$ cat config.mk
export PLATFORM = sky130hd
export DESIGN_NAME = irq_signal_ctrl
export DESIGN_NICKNAME = d
export VERILOG_FILES = /design/src/rtl/irqs_pkg.sv /design/src/rtl/irq_edge_pending.sv /design/src/rtl/irq_msix_table.sv /design/src/rtl/irq_legacy_track.sv /design/src/rtl/irq_signal_ctrl.sv
export SDC_FILE = /design/constraint.sdc
export NUM_CORES = 1
export LEC_CHECK = 0
export ABC_AREA = 1
export BUFFER_PORTS_ARGS = -buffer_cell sky130_fd_sc_hd__buf_2
export CORE_MARGIN = 3
export CORE_UTILIZATION = 57
export DETAILED_ROUTE_END_ITERATION = 6
export PLACE_DENSITY = 0.83
export SYNTH_ARGS = -nofsm -noshare
export SYNTH_HDL_FRONTEND = slang
export SYNTH_SLANG_ARGS = --single-unit
$ cat constraint.sdc
create_clock -name clk -period 3.95 [get_ports clk]
set_clock_uncertainty 0.1 [all_clocks]
set_input_delay 0.1975 -clock clk [delete_from_list [all_inputs] [get_ports clk]]
set_output_delay 0.1975 -clock clk [all_outputs]
set_load 0.1 [all_outputs]
$ cat src/rtl/irqs_pkg.sv
package irqs_pkg;
  localparam int IRQ_DATA_W = 32;

  typedef enum logic [1:0] {
    MK_IDLE    = 2'd0,
    MK_ASSERT  = 2'd1,
    MK_RELEASE = 2'd2,
    MK_MEMWR   = 2'd3
  } msg_kind_e;

  // Replace the low lg bits of base with the low lg bits of vec.
  function automatic logic [IRQ_DATA_W-1:0] msi_merge(
    input logic [IRQ_DATA_W-1:0] base,
    input logic [IRQ_DATA_W-1:0] vec,
    input int                    lg
  );
    logic [IRQ_DATA_W-1:0] m;
    for (int i = 0; i < IRQ_DATA_W; i++) m[i] = (i < lg);
    return (base & ~m) | (vec & m);
  endfunction
endpackage

$ cat src/rtl/irq_edge_pending.sv
module irq_edge_pending #(
  parameter int NUM_VEC = 4,
  localparam int IDX_W = (NUM_VEC > 1) ? $clog2(NUM_VEC) : 1
) (
  input  logic               clk,
  input  logic               rst_n,
  input  logic [NUM_VEC-1:0] src,
  input  logic               arm,
  input  logic [NUM_VEC-1:0] elig,
  input  logic               take,
  output logic               sel_any,
  output logic [IDX_W-1:0]   sel_idx
);
  logic [NUM_VEC-1:0] src_q, pend_q, rise, cand, sel_oh;

  assign rise = src & ~src_q;
  assign cand = pend_q & elig;

  always_comb begin
    sel_oh  = '0;
    sel_idx = '0;
    for (int i = NUM_VEC - 1; i >= 0; i--) begin
      if (cand[i]) begin
        sel_oh  = '0;
        sel_oh[i] = 1'b1;
        sel_idx = IDX_W'(i);
      end
    end
  end
  assign sel_any = |cand;

  always_ff @(posedge clk) begin
    if (!rst_n) begin
      src_q  <= '0;
      pend_q <= '0;
    end else begin
      src_q <= src;
      if (!arm) pend_q <= '0;
      else      pend_q <= (pend_q & ~(take ? sel_oh : '0)) | rise;
    end
  end

  AST_SEL_ONEHOT: assert property (@(posedge clk) disable iff (!rst_n)
    $onehot0(sel_oh));
  AST_PEND_FROM_EDGE: assert property (@(posedge clk) disable iff (!rst_n)
    arm |=> ((pend_q & ~$past(pend_q) & ~$past(src)) == '0));
endmodule

$ cat src/rtl/irq_msix_table.sv
module irq_msix_table #(
  parameter int NUM_VEC = 4,
  parameter int ADDR_W  = 64,
  parameter int DATA_W  = 32,
  localparam int IDX_W = (NUM_VEC > 1) ? $clog2(NUM_VEC) : 1
) (
  input  logic               clk,
  input  logic               rst_n,
  input  logic               we,
  input  logic [IDX_W-1:0]   widx,
  input  logic [ADDR_W-1:0]  waddr,
  input  logic [DATA_W-1:0]  wdata,
  input  logic               wmask,
  input  logic [IDX_W-1:0]   ridx,
  output logic [ADDR_W-1:0]  raddr,
  output logic [DATA_W-1:0]  rdata,
  output logic [NUM_VEC-1:0] masks
);
  logic [ADDR_W-1:0] ent_addr [NUM_VEC];
  logic [DATA_W-1:0] ent_data [NUM_VEC];

  for (genvar g = 0; g < NUM_VEC; g++) begin : g_ent
    always_ff @(posedge clk) begin
      if (!rst_n) begin
        ent_addr[g] <= '0;
        ent_data[g] <= '0;
        masks[g]    <= 1'b1;
      end else if (we && widx == IDX_W'(g)) begin
        ent_addr[g] <= waddr;
        ent_data[g] <= wdata;
        masks[g]    <= wmask;
      end
    end
  end

  assign raddr = ent_addr[ridx];
  assign rdata = ent_data[ridx];
endmodule

$ cat src/rtl/irq_legacy_track.sv
module irq_legacy_track (
  input  logic       clk,
  input  logic       rst_n,
  input  logic       any_src,
  input  logic       msg_mode,
  input  logic [1:0] pin,
  input  logic       take,
  output logic       want,
  output logic       want_assert,
  output logic [3:0] intx_out
);
  logic lvl_q, vw_q;

  always_ff @(posedge clk) begin
    if (!rst_n) begin
      lvl_q <= 1'b0;
      vw_q  <= 1'b0;
    end else begin
      lvl_q <= any_src & ~msg_mode;
      if (take) vw_q <= lvl_q;
    end
  end

  assign want        = lvl_q ^ vw_q;
  assign want_assert = lvl_q;
  assign intx_out    = lvl_q ? (4'b0001 << pin) : 4'b0000;

  AST_NO_LEGACY_LEVEL: assert property (@(posedge clk) disable iff (!rst_n)
    msg_mode && $past(msg_mode) |-> intx_out == 4'b0000);
  AST_PIN_ONEHOT: assert property (@(posedge clk) disable iff (!rst_n)
    $onehot0(intx_out));
endmodule

$ cat src/rtl/irq_signal_ctrl.sv
module irq_signal_ctrl
  import irqs_pkg::*;
#(
  parameter int NUM_VEC = 4,
  parameter int ADDR_W  = 64,
  parameter int LOG2_W  = 3,
  localparam int IDX_W = (NUM_VEC > 1) ? $clog2(NUM_VEC) : 1,
  localparam int DW    = IRQ_DATA_W
) (
  input  logic               clk,
  input  logic               rst_n,
  input  logic [NUM_VEC-1:0] irq_src,
  input  logic               msi_on,
  input  logic               msix_on,
  input  logic [1:0]         leg_pin,
  input  logic [ADDR_W-1:0]  msi_addr,
  input  logic [DW-1:0]      msi_data,
  input  logic [LOG2_W-1:0]  msi_log2,
  input  logic               tbl_we,
  input  logic [IDX_W-1:0]   tbl_idx,
  input  logic [ADDR_W-1:0]  tbl_addr,
  input  logic [DW-1:0]      tbl_data,
  input  logic               tbl_mask,
  output logic               msg_valid,
  input  logic               msg_ready,
  output logic [1:0]         msg_kind,
  output logic [ADDR_W-1:0]  msg_addr,
  output logic [DW-1:0]      msg_data,
  output logic [3:0]         intx_out
);
  logic               msg_mode, load, take_leg, take_vec;
  logic               leg_want, leg_assert, vec_any;
  logic [IDX_W-1:0]   vec_idx;
  logic [NUM_VEC-1:0] tbl_masks, elig;
  logic [ADDR_W-1:0]  ent_addr;
  logic [DW-1:0]      ent_data;

  assign msg_mode = msi_on | msix_on;
  assign elig     = msix_on ? ~tbl_masks : '1;
  assign load     = ~msg_valid;
  assign take_leg = load & leg_want;
  assign take_vec = load & ~leg_want & vec_any;

  irq_legacy_track u_leg (
    .clk(clk), .rst_n(rst_n), .any_src(|irq_src), .msg_mode(msg_mode),
    .pin(leg_pin), .take(take_leg), .want(leg_want),
    .want_assert(leg_assert), .intx_out(intx_out)
  );

  irq_edge_pending #(.NUM_VEC(NUM_VEC)) u_pend (
    .clk(clk), .rst_n(rst_n), .src(irq_src), .arm(msg_mode), .elig(elig),
    .take(take_vec), .sel_any(vec_any), .sel_idx(vec_idx)
  );

  irq_msix_table #(.NUM_VEC(NUM_VEC), .ADDR_W(ADDR_W), .DATA_W(DW)) u_tbl (
    .clk(clk), .rst_n(rst_n), .we(tbl_we), .widx(tbl_idx), .waddr(tbl_addr),
    .wdata(tbl_data), .wmask(tbl_mask), .ridx(vec_idx), .raddr(ent_addr),
    .rdata(ent_data), .masks(tbl_masks)
  );

  always_ff @(posedge clk) begin
    if (!rst_n) begin
      msg_valid <= 1'b0;
      msg_kind  <= MK_IDLE;
      msg_addr  <= '0;
      msg_data  <= '0;
    end else if (take_leg) begin
      msg_valid <= 1'b1;
      msg_kind  <= leg_assert ? MK_ASSERT : MK_RELEASE;
      msg_addr  <= '0;
      msg_data  <= DW'(leg_pin);
    end else if (take_vec) begin
      msg_valid <= 1'b1;
      msg_kind  <= MK_MEMWR;
      msg_addr  <= msix_on ? ent_addr : msi_addr;
      msg_data  <= msix_on ? ent_data
                           : msi_merge(msi_data, DW'(vec_idx), int'(msi_log2));
    end else if (msg_valid && msg_ready) begin
      msg_valid <= 1'b0;
      msg_kind  <= MK_IDLE;
    end
  end

  AST_HOLD_STABLE: assert property (@(posedge clk) disable iff (!rst_n)
    msg_valid && !msg_ready |=> msg_valid && $stable(msg_kind)
      && $stable(msg_addr) && $stable(msg_data));
  AST_NO_ASSERT_IN_MSG: assert property (@(posedge clk) disable iff (!rst_n)
    $rose(msg_valid) && msg_kind == MK_ASSERT |-> !$past(msg_mode));
  AST_IDLE_KIND: assert property (@(posedge clk) disable iff (!rst_n)
    !msg_valid |-> msg_kind == MK_IDLE);
endmodule

## Word-level counts from Yosys, hierarchy flattened

Memories as Yosys holds them, arrays and structs flattened.
Index checks and enable logic that the tools add are counted.

- $lt $le $gt $ge: 7
- Equality and inequality tests: 3
- Shift operators: 1
- Multiplexer cells: 43
- Bitwise logic cells: 29
- Reduce and logical (&&, ||, !) cells: 12

Operator list:

| operator | count |
|---|---|
| 64-bit two-way mux | 5 |
| 32-bit two-way mux | 5 |
| 32-bit bitwise AND | 1 |
| 7-bit inverter with 32-bit output | 1 |
| 32-bit by 7-bit bitwise OR with 32-bit output | 1 |
| 4-bit two-way mux | 7 |
| 2-bit two-way mux | 10 |
| 1-bit two-way mux | 16 |
| 4-bit bitwise AND | 3 |
| 4-bit inverter | 3 |
| 3-bit less-than comparator (first input constant) | 3 |
| 1-bit bitwise OR | 9 |
| 4-bit OR reduction | 2 |
| 2-bit by 7-bit bitwise AND with 7-bit output | 1 |
| 1-bit by 3-bit less-than comparator with 1-bit output (first input constant) | 2 |
| 2-bit by 3-bit less-than comparator with 1-bit output (first input constant) | 2 |
| 1-bit logical AND | 5 |
| 1-bit bitwise AND | 4 |
| 2-bit equality test (second input constant) | 2 |
| 1-bit inverter | 4 |
| 4-bit bitwise OR | 1 |
| 1-bit by 2-bit << shifter with 4-bit output (first input constant) | 1 |
| 3-bit nonzero test | 1 |
| 2-bit by 1-bit equality test with 1-bit output (second input constant) | 1 |
| other kinds (5) | 5 |

- Register bits: 113
- RAM bits: 384
- Bits of input ports: 210
- Memories kept: 2

Memories:

| memory | depth | width | rd ports | clocked after Yosys merged registers in | wr ports | line | source |
|---|---|---|---|---|---|---|---|
| u_tbl.ent_addr | 4 | 64 | 1 | 0 | 4 | irq_msix_table.sv:19 | `logic [ADDR_W-1:0] ent_addr [NUM_VEC];` |
| u_tbl.ent_data | 4 | 32 | 1 | 0 | 4 | irq_msix_table.sv:20 | `logic [DATA_W-1:0] ent_data [NUM_VEC];` |

## Depth between registers and ports, before layout

- Word-level depth: 12
- Depth in mapped cells: 12
- Mapped depth without buffers: 10

## Cells and area by module

A second synthesis with hierarchy kept.

- Cells, all modules: 2610
- Area, all modules: 22810.6 um^2

Modules (own cells, without submodules):

| module | times used | cells each | area each (um^2) | seq. area each (um^2) |
|---|---|---|---|---|
| irq_msix_table | 1 | 1962 | 18054.8 | 11611.1 |
| irq_signal_ctrl | 1 | 581 | 4286.6 | 1981.9 |
| irq_edge_pending | 1 | 51 | 346.6 | 160.2 |
| irq_legacy_track | 1 | 16 | 122.6 | 40.0 |

## Worst setup path before layout

OpenSTA, ideal clock, no wires.

- Path type: input port to flip-flop
- From: input port tbl_idx[0]
- To: memory u_tbl.ent_addr[3][0] (enable)
- Setup time: 0.459 ns
- Data arrival time: 2.542 ns
- Data required time: 3.391 ns
- Path slack: 0.849 ns
- Stages on the path: 4
- Buffers on the path: 0
- Cells stage by stage: inv_1 -> nor3_1 -> inv_1 -> nand2_1

RTL lines:

| what | line | source |
|---|---|---|
| start, declared | irq_signal_ctrl.sv:20 | `input logic [IDX_W-1:0] tbl_idx,` |
| end, declared | irq_msix_table.sv:19 |  |

## Worst setup path after layout

- From: register u_leg.vw_q
- To: register msg_valid

- Word-level cells in the longest chain between the ends: 6
- Elaborated cells on any way between the ends: 8
- Classes of those cells: 2 x mux; 5 x bitwise; 1 x reduce/logical

Ends and longest elaborated chain:

| what | line | source |
|---|---|---|
| start, declared | irq_legacy_track.sv:12 | `logic lvl_q, vw_q;` |
| start signal, assigned | irq_legacy_track.sv:20 | `if (take) vw_q <= lvl_q;` |
| 1-bit bitwise XOR * | irq_legacy_track.sv:24 | `assign want = lvl_q ^ vw_q;` |
| 1-bit inverter | irq_signal_ctrl.sv:42 | `assign take_vec = load & ~leg_want & vec_any;` |
| 1-bit bitwise AND (2 in a row) | irq_signal_ctrl.sv:42 |  |
| 1-bit two-way mux | irq_signal_ctrl.sv:72 | `end else if (take_vec) begin` |
| 1-bit two-way mux | irq_signal_ctrl.sv:67 | `end else if (take_leg) begin` |
| end signal, assigned | irq_signal_ctrl.sv:68 | `msg_valid <= 1'b1;` |
| end signal, assigned | irq_signal_ctrl.sv:73 | `msg_valid <= 1'b1;` |
| end signal, assigned | irq_signal_ctrl.sv:79 | `msg_valid <= 1'b0;` |
| end, declared | irq_signal_ctrl.sv:24 | `output logic msg_valid,` |

Mark *: on every way between the ends. The rest lies on a longest branch, timed or not.
A chain may end at the register's enable or synchronous reset.

==> flow_summary.json <==
{
  "status": "finished clean",
  "initial_core_util_pct": 58.0,
  "hp-start": "msix_on",
  "critPathSlowestCell": "inv_4",
  "worstPathArrival_ps": 3280,
  "synth_area_leaders": "edfxtp_1 54%, dfxtp_1 11%, nand2_1 7.1%",
  "worst_r2r_endpoint": "msg_valid",
  "hold_class": "in -> reg",
  "dp_slack_ps": 1270,
  "fin_setup_tns_ps": 0,
  "synthCells": 2223,
  "numPortBuffers": 312,
  "reg2reg_slack_ps": 1080,
  "wirelength_mm": 65.2,
  "max_freq_mhz": 348,
  "die-height_um": 199,
  "min_period_ps": 2870,
  "cp.required_ps": 4360,
  "fp.coreArea_mm2": 0.0368,
  "ff2ff_path_depth": 10,
  "drt_pass1_iterations": 5,
  "cts_tree": "done",
  "worstMarginPinSlew_ps": 1130,
  "synthFlopType": "edfxtp_1",
  "syn_area_per_cell_um2": 9.60,
  "synth_edf_count": 384,
  "rsz0062_at_grt": "no",
  "hold_ws_ps": 38.9,
  "final_max_slew_viol_count": 0,
  "drt-initial-drc-count": 2188,
  "fin_crit_sh_pct": 72.8,
  "power_leakage_nw": 11.4,
  "cts_buffers": 47,
  "post-synth-top-count-cell": "nand2_1",
  "r2r-start": "u_leg.vw_q",
  "worstPathCellList": "inv_1, nand2_1, nand3_1, o21bai_4, inv_4, nor2_4, o21ai_0, nand2_1, dlygate4sd3_1, inv_1",
  "crit_family": "buffers and inverters",
  "grt_overflow_total": 0,
  "synth_seq_cells": 497,
  "clk_latency_ps": 570,
  "htree_levels": 2,
  "clk_pin_slew_ps": 60,
  "grt_pass1_wl_mm": 99.8,
  "crit_type": "reg -> reg",
  "antenna_found_initial": 2,
  "postCtsSetupBuffers": 0,
  "cp_max_fo": 98,
  "cts_max_path_buffers": 3,
  "power.total_mw": 13.8,
  "seq_area_frac_synth_pct": 64.6,
  "powerDensity_mw_per_mm2": 513,
  "hold_path_end": "msg_addr[19]",
  "drc": 0,
  "synth_area_mm2": 0.0213,
  "whs_path_depth": 3,
  "worst_slack_ps": 1080,
  "filler_cell_count": 2434,
  "num_vias": 18800,
  "cts_resized": 0,
  "area_delta_synth_final_pct": 25.7,
  "async_reset_ff_share_pct": 0,
  "synth_top_cell_area_share_pct": 54.0,
  "layout-drive-gt1-share_pct": 16.6,
  "via_per_inst": 5.91,
  "netlist_top_cells_count": "405 x nand2_1, 395 x nor2_1, 384 x edfxtp_1",
  "finalSetupViolations": 0,
  "drtAntennaViolNets": 0,
  "hold_viol": 0,
  "cts_root_buf": "clkbuf_16",
  "die-area_mm2": 0.0398,
  "grtUsageTotal_pct": 32.1,
  "yosys.cell_types.count": 32,
  "cp_num_buf_inv": 4,
  "grt_pass1_vias": 19200,
  "wire_per_inst_um": 20.5,
  "ios": 313,
  "yosysTopAreaCell": "edfxtp_1",
  "maxCapViolations": 0,
  "max-slew-margin-rel_pct": 24.7,
  "dpl.hpwl_mm": 34.1,
  "syn_nets": 2433,
  "num_rows": 70,
  "layout.nets": 2875,
  "cts.sink_count": 497,
  "startpoint_type": "register",
  "critPathMaxStageDelay_ps": 780,
  "die_w_um": 199,
  "gp_congestion": 0.825,
  "ys_warn_count": 0,
  "cp-end-kind": "register",
  "dp_cells": 2877,
  "grt_max_degree": 194,
  "max-vdd-ir-drop_mv": 0.371,
  "layout.cells.non_filler": 3177
}
==> registers in the layout, summed over array words and instances (netlist names) <==
| signal | flops |
|---|---|
| u_leg.want_assert | 1 |
| u_tbl.ent_addr | 256 |
| u_pend.src_q | 4 |
| u_tbl.ent_data | 128 |
| u_pend.pend_q | 4 |
| msg_addr | 64 |
| u_tbl.masks | 4 |
| msg_valid | 1 |
| msg_data | 32 |
| u_leg.vw_q | 1 |
| msg_kind | 2 |
==> report_power, final <==
| group | switching, mW | internal (mW) |
|---|---|---|
| Clock | 1.96 | 2.80 |
| Combinational | 2.12 | 0.640 |
| Sequential | 0.175 | 6.08 |
==> per-stage QoR <==
step	cell area (um^2)	util, %
2_1_floorplan	21300	-
3_3_place_gp	23100	62.8
3_5_place_dp	23100	62.8
4_1_cts	26800	72.9
5_1_grt	26800	72.9
6_report	26800	72.9
==> final cells by class <==
cell class / instances / area [um^2] / area share [%]
multi-input combinational: 1436 / 6360 / 23.7
antenna: 5 / 12.5 / 0.0466
timing repair buffer: 547 / 3920 / 14.6
clock buffer: 68 / 1400 / 5.21
clock inverter: 20 / 236 / 0.881
sequential: 497 / 13800 / 51.4
tap: 468 / 586 / 2.18
inverter: 136 / 522 / 1.94
==> cells in the final DEF, fill, tap and decap left out <==
master	n
a21oi_1	199
a21oi_2	1
a21oi_4	2
a31oi_1	4
buf_12	6
buf_2	311
buf_4	23
bufinv_16	5
clkbuf_1	9
clkbuf_16	49
clkbuf_8	10
clkinv_1	1
clkinv_2	15
dfxtp_1	113
diode_2	5
dlygate4sd3_1	207
edfxtp_1	384
inv_1	128
inv_2	2
inv_4	1
inv_6	4
nand2_1	401
nand2_2	5
nand2_4	5
nand2_8	1
nand3_1	299
nand3_4	3
nand4_1	2
nor2_1	394
nor2_4	2
nor3_1	8
nor4_1	2
o21a_1	1
o21ai_0	73
o21ai_1	29
o21bai_4	1
o22a_1	2
or2_4	2
==> worst max-delay path by stage <==
stage	from	to	slack, ps	cells after the start
after CTS	u_leg.vw_q	msg_valid	1210	10
after detailed placement	msix_on	msg_data[11]	1270	6
after global placement	msix_on	msg_data[12]	1300	6
final	u_leg.vw_q	msg_valid	1080	10
after global routing	u_leg.vw_q	msg_valid	900	10
after floorplan	tbl_idx[0]	u_tbl.ent_addr[3][0]	850	4
==> repair_timing <==
action,in CTS,in global routing
hold buffers,207,0
endpoints found under the hold margin,495,0
endpoints found under the setup margin,0,0
==> worst reg2reg max path, cell delays in order, from the launching register on <==
cell	delay, ps
dfxtp_1	370
inv_1	90
nand2_1	140
nand3_1	210
o21bai_4	250
inv_4	780
nor2_4	60
o21ai_0	110
nand2_1	80
dlygate4sd3_1	570
inv_1	70
==> metal layers <==
| layer | global-route usage (%) | vias up | part of all wire [%] |
|---|---|---|---|
| met5 | 0 | - | 0 |
| met4 | 19.5 | 0 | 5.9 |
| met3 | 5.43 | 293 | 9.7 |
| met2 | 54.3 | 1281 | 49 |
| met1 | 38.7 | 8856 | 35 |
| li1 | - | 8360 | - |
==> kinds of logic (layout without fill, tap and decap cells) <==
group | count (synthesis) | in the layout | share of synthesized area, %
buf+inv | 290 | 771 | 5.92
simple gates | 1124 | 1124 | 22.0
compound gates | 312 | 312 | 7.49
flops | 497 | 497 | 64.6
other cells | 0 | 5 | 0
No activity file was read; power rests on OpenSTA's default activity.
